**src/rtl/sio_cfg_pkg.sv**
```systemverilog
package sio_cfg_pkg;

    localparam int NUM_LDN = 9;
    localparam int DATA_W  = 8;
    localparam int ADDR_W  = 16;
    localparam int BASE_W  = 16;
    localparam int IRQ_W   = 4;

    localparam logic [ADDR_W-1:0] PAIR_PRI = 16'h004E;
    localparam logic [ADDR_W-1:0] PAIR_ALT = 16'h002E;

    localparam logic [DATA_W-1:0] KEY_ENTER   = 8'hA5;
    localparam logic [DATA_W-1:0] KEY_LEAVE   = 8'hAA;
    localparam logic [DATA_W-1:0] REG_LDN     = 8'h07;
    localparam logic [DATA_W-1:0] GLOBAL_LAST = 8'h2F;
    localparam logic [DATA_W-1:0] REG_ACT     = 8'h30;
    localparam logic [DATA_W-1:0] REG_BASE_HI = 8'h60;
    localparam logic [DATA_W-1:0] REG_BASE_LO = 8'h61;
    localparam logic [DATA_W-1:0] REG_IRQ     = 8'h70;
    localparam logic [DATA_W-1:0] IDLE_READ   = 8'hFF;

    typedef enum logic [1:0] {
        KEY_LOCKED = 2'd0,
        KEY_HALF   = 2'd1,
        KEY_OPEN   = 2'd2
    } key_state_e;

    // Decoded host access for one cycle
    typedef struct packed {
        logic idx_wr;
        logic idx_rd;
        logic dat_wr;
        logic dat_rd;
    } port_hit_t;

    // Logical device number held in each export slot
    function automatic logic [DATA_W-1:0] slot_ldn(input int slot);
        case (slot)
            0:       return 8'h02;
            1:       return 8'h03;
            2:       return 8'h04;
            3:       return 8'h05;
            4:       return 8'h07;
            5:       return 8'h0B;
            6:       return 8'h0C;
            7:       return 8'h0D;
            default: return 8'h0E;
        endcase
    endfunction

    // Number of low base bits forced to zero for each slot
    function automatic int slot_align(input int slot);
        case (slot)
            0, 1, 5, 6: return 3;
            8:          return 1;
            default:    return 0;
        endcase
    endfunction

endpackage

```
**src/rtl/sio_port_decode.sv**
```systemverilog
module sio_port_decode
    import sio_cfg_pkg::*;
(
    input  logic              strap_alt,
    input  logic [ADDR_W-1:0] io_addr,
    input  logic              io_wr,
    input  logic              io_rd,
    output port_hit_t         hit
);
    logic [ADDR_W-1:0] idx_addr;
    logic [ADDR_W-1:0] dat_addr;
    logic              at_idx;
    logic              at_dat;

    assign idx_addr = strap_alt ? PAIR_ALT : PAIR_PRI;
    assign dat_addr = idx_addr + ADDR_W'(1);
    assign at_idx   = (io_addr == idx_addr);
    assign at_dat   = (io_addr == dat_addr);

    always_comb begin
        hit.idx_wr = at_idx & io_wr;
        hit.idx_rd = at_idx & io_rd;
        hit.dat_wr = at_dat & io_wr;
        hit.dat_rd = at_dat & io_rd;
    end
endmodule

```
**src/rtl/sio_key_fsm.sv**
```systemverilog
module sio_key_fsm
    import sio_cfg_pkg::*;
(
    input  logic              clk,
    input  logic              rst,
    input  logic              idx_wr,
    input  logic [DATA_W-1:0] wdata,
    output logic              unlocked,
    output logic [DATA_W-1:0] cur_idx
);
    key_state_e state_q, state_d;
    logic [DATA_W-1:0] idx_q;

    always_comb begin
        state_d = state_q;
        if (idx_wr) begin
            case (state_q)
                KEY_LOCKED: state_d = (wdata == KEY_ENTER) ? KEY_HALF : KEY_LOCKED;
                KEY_HALF:   state_d = (wdata == KEY_ENTER) ? KEY_OPEN : KEY_LOCKED;
                KEY_OPEN:   state_d = (wdata == KEY_LEAVE) ? KEY_LOCKED : KEY_OPEN;
                default:    state_d = KEY_LOCKED;
            endcase
        end
    end

    always_ff @(posedge clk) begin
        if (rst) begin
            state_q <= KEY_LOCKED;
            idx_q   <= '0;
        end else begin
            state_q <= state_d;
            if (idx_wr && state_q == KEY_OPEN && wdata != KEY_LEAVE)
                idx_q <= wdata;
        end
    end

    assign unlocked = (state_q == KEY_OPEN);
    assign cur_idx  = idx_q;

    AST_OPEN_AFTER_KEY: assert property (@(posedge clk) disable iff (rst)
        $rose(unlocked) |-> $past(idx_wr && wdata == KEY_ENTER));

    AST_LEAVE_CLOSES: assert property (@(posedge clk) disable iff (rst)
        (unlocked && idx_wr && wdata == KEY_LEAVE) |=> !unlocked);

    AST_INDEX_HELD_LOCKED: assert property (@(posedge clk) disable iff (rst)
        !unlocked |=> $stable(cur_idx));
endmodule

```
**src/rtl/sio_ldn_bank.sv**
```systemverilog
module sio_ldn_bank
    import sio_cfg_pkg::*;
#(
    parameter int ALIGN_BITS = 0
) (
    input  logic              clk,
    input  logic              rst,
    input  logic              sel,
    input  logic              wr,
    input  logic [DATA_W-1:0] idx,
    input  logic [DATA_W-1:0] wdata,
    output logic [DATA_W-1:0] rd_data,
    output logic              active,
    output logic [BASE_W-1:0] base_out,
    output logic [IRQ_W-1:0]  irq_out
);
    localparam logic [BASE_W-1:0] ALIGN_MASK = {BASE_W{1'b1}} << ALIGN_BITS;

    logic              act_q;
    logic [BASE_W-1:0] shadow_q;
    logic [BASE_W-1:0] base_q;
    logic [IRQ_W-1:0]  irq_q;
    logic              wr_here;

    assign wr_here = sel & wr;

    always_ff @(posedge clk) begin
        if (rst) begin
            act_q    <= 1'b0;
            shadow_q <= '0;
            base_q   <= '0;
            irq_q    <= '0;
        end else if (wr_here) begin
            case (idx)
                REG_ACT: begin
                    act_q <= wdata[0];
                    if (wdata[0] && !act_q)
                        base_q <= shadow_q;
                end
                REG_BASE_HI: shadow_q <= {wdata, shadow_q[7:0]} & ALIGN_MASK;
                REG_BASE_LO: shadow_q <= {shadow_q[15:8], wdata} & ALIGN_MASK;
                REG_IRQ:     irq_q    <= wdata[IRQ_W-1:0];
                default: ;
            endcase
        end
    end

    always_comb begin
        rd_data = '0;
        if (sel) begin
            case (idx)
                REG_ACT:     rd_data = {{(DATA_W-1){1'b0}}, act_q};
                REG_BASE_HI: rd_data = shadow_q[15:8];
                REG_BASE_LO: rd_data = shadow_q[7:0];
                REG_IRQ:     rd_data = {{(DATA_W-IRQ_W){1'b0}}, irq_q};
                default:     rd_data = '0;
            endcase
        end
    end

    assign active   = act_q;
    assign base_out = base_q;
    assign irq_out  = irq_q;

    AST_EXPORT_FROZEN: assert property (@(posedge clk) disable iff (rst)
        (act_q && $past(act_q)) |-> $stable(base_q));

    AST_ACTIVATE_LOADS: assert property (@(posedge clk) disable iff (rst)
        $rose(act_q) |-> (base_q == $past(shadow_q)));
endmodule

```
**src/rtl/sio_cfg_port.sv**
```systemverilog
module sio_cfg_port
    import sio_cfg_pkg::*;
(
    input  logic                      clk,
    input  logic                      rst,
    input  logic                      strap_alt,
    input  logic [ADDR_W-1:0]         io_addr,
    input  logic                      io_wr,
    input  logic                      io_rd,
    input  logic [DATA_W-1:0]         io_wdata,
    output logic [DATA_W-1:0]         io_rdata,
    output logic                      cfg_unlocked,
    output logic [NUM_LDN-1:0]        dev_enable,
    output logic [NUM_LDN*BASE_W-1:0] dev_base,
    output logic [NUM_LDN*IRQ_W-1:0]  dev_irq
);
    port_hit_t         hit;
    logic              unlocked;
    logic [DATA_W-1:0] cur_idx;
    logic [DATA_W-1:0] ldn_q;
    logic              cfg_wr;
    logic              bank_wr;
    logic [DATA_W-1:0] bank_rd [NUM_LDN];
    logic [DATA_W-1:0] bank_or;
    logic [DATA_W-1:0] cfg_rdata;

    sio_port_decode u_decode (
        .strap_alt (strap_alt),
        .io_addr   (io_addr),
        .io_wr     (io_wr),
        .io_rd     (io_rd),
        .hit       (hit)
    );

    sio_key_fsm u_key (
        .clk      (clk),
        .rst      (rst),
        .idx_wr   (hit.idx_wr),
        .wdata    (io_wdata),
        .unlocked (unlocked),
        .cur_idx  (cur_idx)
    );

    assign cfg_wr  = hit.dat_wr & unlocked;
    assign bank_wr = cfg_wr & (cur_idx > GLOBAL_LAST);

    always_ff @(posedge clk) begin
        if (rst)
            ldn_q <= '0;
        else if (cfg_wr && cur_idx == REG_LDN)
            ldn_q <= io_wdata;
    end

    for (genvar s = 0; s < NUM_LDN; s++) begin : g_bank
        localparam logic [DATA_W-1:0] CODE = slot_ldn(s);
        sio_ldn_bank #(
            .ALIGN_BITS (slot_align(s))
        ) u_bank (
            .clk      (clk),
            .rst      (rst),
            .sel      (ldn_q == CODE),
            .wr       (bank_wr),
            .idx      (cur_idx),
            .wdata    (io_wdata),
            .rd_data  (bank_rd[s]),
            .active   (dev_enable[s]),
            .base_out (dev_base[s*BASE_W +: BASE_W]),
            .irq_out  (dev_irq[s*IRQ_W +: IRQ_W])
        );
    end

    always_comb begin
        bank_or = '0;
        for (int s = 0; s < NUM_LDN; s++)
            bank_or = bank_or | bank_rd[s];
    end

    always_comb begin
        if (cur_idx <= GLOBAL_LAST)
            cfg_rdata = (cur_idx == REG_LDN) ? ldn_q : '0;
        else
            cfg_rdata = bank_or;
    end

    always_comb begin
        io_rdata = IDLE_READ;
        if (unlocked) begin
            if (hit.idx_rd)
                io_rdata = cur_idx;
            else if (hit.dat_rd)
                io_rdata = cfg_rdata;
        end
    end

    assign cfg_unlocked = unlocked;

    AST_LDN_HELD_LOCKED: assert property (@(posedge clk) disable iff (rst)
        !unlocked |=> $stable(ldn_q));

    AST_ENABLES_STILL_LOCKED: assert property (@(posedge clk) disable iff (rst)
        (!unlocked && $past(!unlocked)) |-> $stable(dev_enable));
endmodule

```
**config.mk**
```make
export PLATFORM = sky130hd
export DESIGN_NAME = sio_cfg_port
export DESIGN_NICKNAME = d
export VERILOG_FILES = /design/src/rtl/sio_cfg_pkg.sv /design/src/rtl/sio_port_decode.sv /design/src/rtl/sio_key_fsm.sv /design/src/rtl/sio_ldn_bank.sv /design/src/rtl/sio_cfg_port.sv
export SDC_FILE = /design/constraint.sdc
export NUM_CORES = 1
export LEC_CHECK = 0
export BUFFER_PORTS_ARGS = -buffer_cell sky130_fd_sc_hd__buf_2
export CORE_UTILIZATION = 30
export CTS_CLUSTER_SIZE = 30
export DETAILED_ROUTE_END_ITERATION = 8
export GPL_TIMING_DRIVEN = 0
export RECOVER_POWER = 50
export SYNTH_ARGS = -nofsm -noshare
export SYNTH_HDL_FRONTEND = slang
export SYNTH_SLANG_ARGS = --single-unit
```
**constraint.sdc**
```tcl
create_clock -name clk -period 2.3 [get_ports clk]
set_input_delay 0 -clock clk [delete_from_list [all_inputs] [get_ports clk]]
set_output_delay 0 -clock clk [all_outputs]
set_load 0.005 [all_outputs]
```
==> flow_metrics.tcl <==
set metrics [dict create \
    dp_slack_ns -1.34 \
    tightest_slew_ns 1.33 \
    ys_warn_count 0 \
    drive_gt1_share_pct 31.6 \
    ant_nets 0 \
    grt_setup_unrepaired "yes" \
    area_growth_pct 44.8 \
    hold_violations 0 \
    htree_levels 2 \
    vias 15771 \
    synth_simple_gate_area_share_pct 22.0 \
    synth_top_area_share_pct 42.2 \
    netlist_area_sq_um 15400 \
    synth_top_family_by_area "simple AND/OR/NAND/NOR gates" \
    cts_tree "yes" \
    stdcell_count 2716 \
    synth_compound_area_share_pct 16.5 \
    viasPerCell 5.81 \
    grt_use_met1_pct 36.2 \
    core-area_sq_um 50400 \
    synth_edf_count 0 \
    synthArstFlopShare_pct 0 \
    slew_violations 0 \
    num_rows 82 \
    mostFrequentLayoutCells "dfxtp_1 (313), mux2i_1 (196), nand2b_1 (182)" \
    track_usage_pct 28.0 \
    overflow 0 \
    die_h_um 229 \
    die-area_sq_um 52200 \
    min_path_type "in -> reg" \
    clk_path_buf_depth 3 \
    place.detailed.hpwl_um 53000 \
    post-route-min-period_ns 2.96 \
    mostFrequentLayoutCell "dfxtp_1" \
    synth_xor_area_share_pct 0 \
    status "finished, violations left" \
    slew_headroom_pct 11.0 \
    first_global_vias 15024 \
    wl_per_cell_um 28.6 \
    cp.required_ns 2.30 \
    nFillCells 4746 \
    clk_pin_slew_ns 0.06 \
    power_density_nw_per_um2 549 \
    antenna_found_initial 0 \
    clock-root-buffer "clkbuf_16" \
    clock_latency_ns 0.57 \
    start_util_pct 30.6 \
    worst_slack_ns -0.662 \
    grtUsageMet3_pct 5.03 \
    cp-end-kind "output port" \
    io_buffers 212 \
    fin_nets 2044 \
    cts.sinks 325 \
    worst_path_max_delay_cell "a2111oi_2" \
    synth_cells 1637 \
    route.final.wire_length_um 77600 \
    place_congestion 1.01 \
    cpPeakStageDelay_ns 0.57 \
    path_cells "buf_12 -> buf_4 -> mux2i_1 -> o22ai_4 -> a2111oi_2 -> a41oi_2 -> buf_2" \
    drt_iter0_drc 1543 \
    synth_cell_types 67 \
    peakVddDrop_mv 0.433 \
    synth.mux.area_fraction_pct 13.0 \
    worstSetupStartpointType "register" \
    syn_area_per_cell_sq_um 9.41 \
    synth-main-ff-cell "dfxtp_1" \
    grt_max_degree 14 \
    die_w_um 229 \
    p_total_mw 12.2 \
    setup_viol 159 \
    synth-seq-area-share_pct 42.2 \
    fin_worst_skew_ns 0.0176 \
    io_pins 227 \
    cts_buffers 37 \
    crit_type "reg -> out" \
    timing.critical_path.arrival_ns 2.96 \
    diodes 0 \
    first_pass_iters 6 \
    grt_pass1_wl_um 106000 \
    synthAdderAreaFrac_pct 0 \
    period_share_pct 129 \
    final_core_util_pct 44.3 \
    regArea_sq_um 6530 \
    top_usage_layer "met2" \
    tns_ns -56.84 \
    clock.fmax_mhz 338 \
    synth_seq_cells 325 \
    violations "negative setup slack" \
    multiInputGateArea_sq_um 9680 \
    synth_area_leaders "dfxtp_1 (42%), mux2i_1 (13%), nand2b_1 (7.6%)" \
    leakage_nw 8.40 \
    cap_violations 0 \
    crit_fanout 10 \
    yosysTopAreaCell "dfxtp_1" \
    grtUsageMet2_pct 43.7 \
    numPlacedInstances 2533 \
    drc 0 \
]
-- report_power, final --
group          total, mW  internal (mW)  leakage (nW)  switching, mW
Clock               6.04           3.52         0.607           2.52
Sequential          5.62           5.62          2.62  0.00000000219
Combinational      0.569          0.148          5.17          0.421
Total               12.2           9.29          8.40           2.94
-- synthesized netlist by cell type (4+ instances only) --
library cell / count
buf_2: 46
clkbuf_1: 92
a22o_1: 17
o31ai_1: 99
nor2_1: 33
a41oi_1: 10
nand2b_1: 187
a21oi_1: 151
inv_1: 5
nand4_1: 145
o21ai_1: 19
o2bb2ai_1: 9
buf_6: 6
nand3b_1: 8
o21ai_0: 22
nand3_2: 13
a222oi_1: 13
a2111oi_0: 6
nor4_4: 5
buf_4: 33
nand3_1: 61
a31oi_1: 6
and3_1: 10
mux2i_1: 196
and2_1: 7
dfxtp_1: 325
or3_1: 4
a22oi_1: 9
a21o_1: 5
or3_4: 5
mux2_2: 4
nand2_1: 8
buf_1: 16
a221oi_1: 8
-- sequential cells by signal, indices dropped and copies added, names as in the netlist --
name,cells
g_bank.u_bank.active,9
g_bank.u_bank.base_out,131
g_bank.u_bank.irq_out,36
g_bank.u_bank.shadow_q,131
ldn_q,8
u_key.cur_idx,8
u_key.state_q,2
-- path summary, 6_finish.rpt --
path	cells after the start	start	slack, ns	endpoint
setup / recovery	7	u_key.cur_idx[0]	-0.66	io_rdata[7]
hold / removal	4	io_wdata[0]	0.07	u_key.state_q[0]
setup reg to reg	14	u_key.cur_idx[0]	-0.49	g_bank[5].u_bank.base_out[13]
hold reg to reg	2	g_bank[6].u_bank.base_out[10]	0.47	g_bank[6].u_bank.base_out[10]
-- cell type report --
class,count,share of cell area [%]
Buffer,180,6.41
Clock buffer,54,5.03
Clock inverter,14,0.511
Inverter,5,0.0842
Multi-Input combinational cell,1126,43.4
Sequential cell,325,29.3
Tap cell,672,3.77
Timing Repair Buffer,340,11.5
-- stage by stage --
stage / hold WS, ns / area (sq um)
floorplan: 0.147 / 15400
global placement: 0.328 / 17300
detailed placement: 0.341 / 17300
CTS: 0.0824 / 20600
global route: 0.0848 / 22300
finish: 0.0747 / 22300
-- metal layers --
metal | routed length, um | vias up
met3 | 6130 | 206
met4 | 4210 | 0
met2 | 34900 | 798
li1 | - | 6883
met1 | 32400 | 7884
met5 | 0 | -
-- repair_timing --
action | 4_1_cts | 5_1_grt
resized for setup | 297 | 254
buffers inserted | 73 | 23
gates cloned | 4 | 21
hold buffers | 9 | 0
hold endpoints to repair | 24 | 0
pin swaps | 70 | 179
setup endpoints to repair | 323 | 316
-- cells by family after synthesis --
kind of cell,after synthesis
AND/OR/NAND/NOR,526
AO/OA/AOI/OAI,387
flip-flops,325
multiplexers,200
buffers and inverters,198
other,1
-- critical path: cells and delay by family (launching register included) --
kind | cells | cell delay (ns)
flip-flops | 1 | 0.34
AO/OA/AOI/OAI | 3 | 1.00
multiplexers | 1 | 0.39
buffers and inverters | 3 | 0.65
Note: power is estimated with default switching activity, not from simulation.
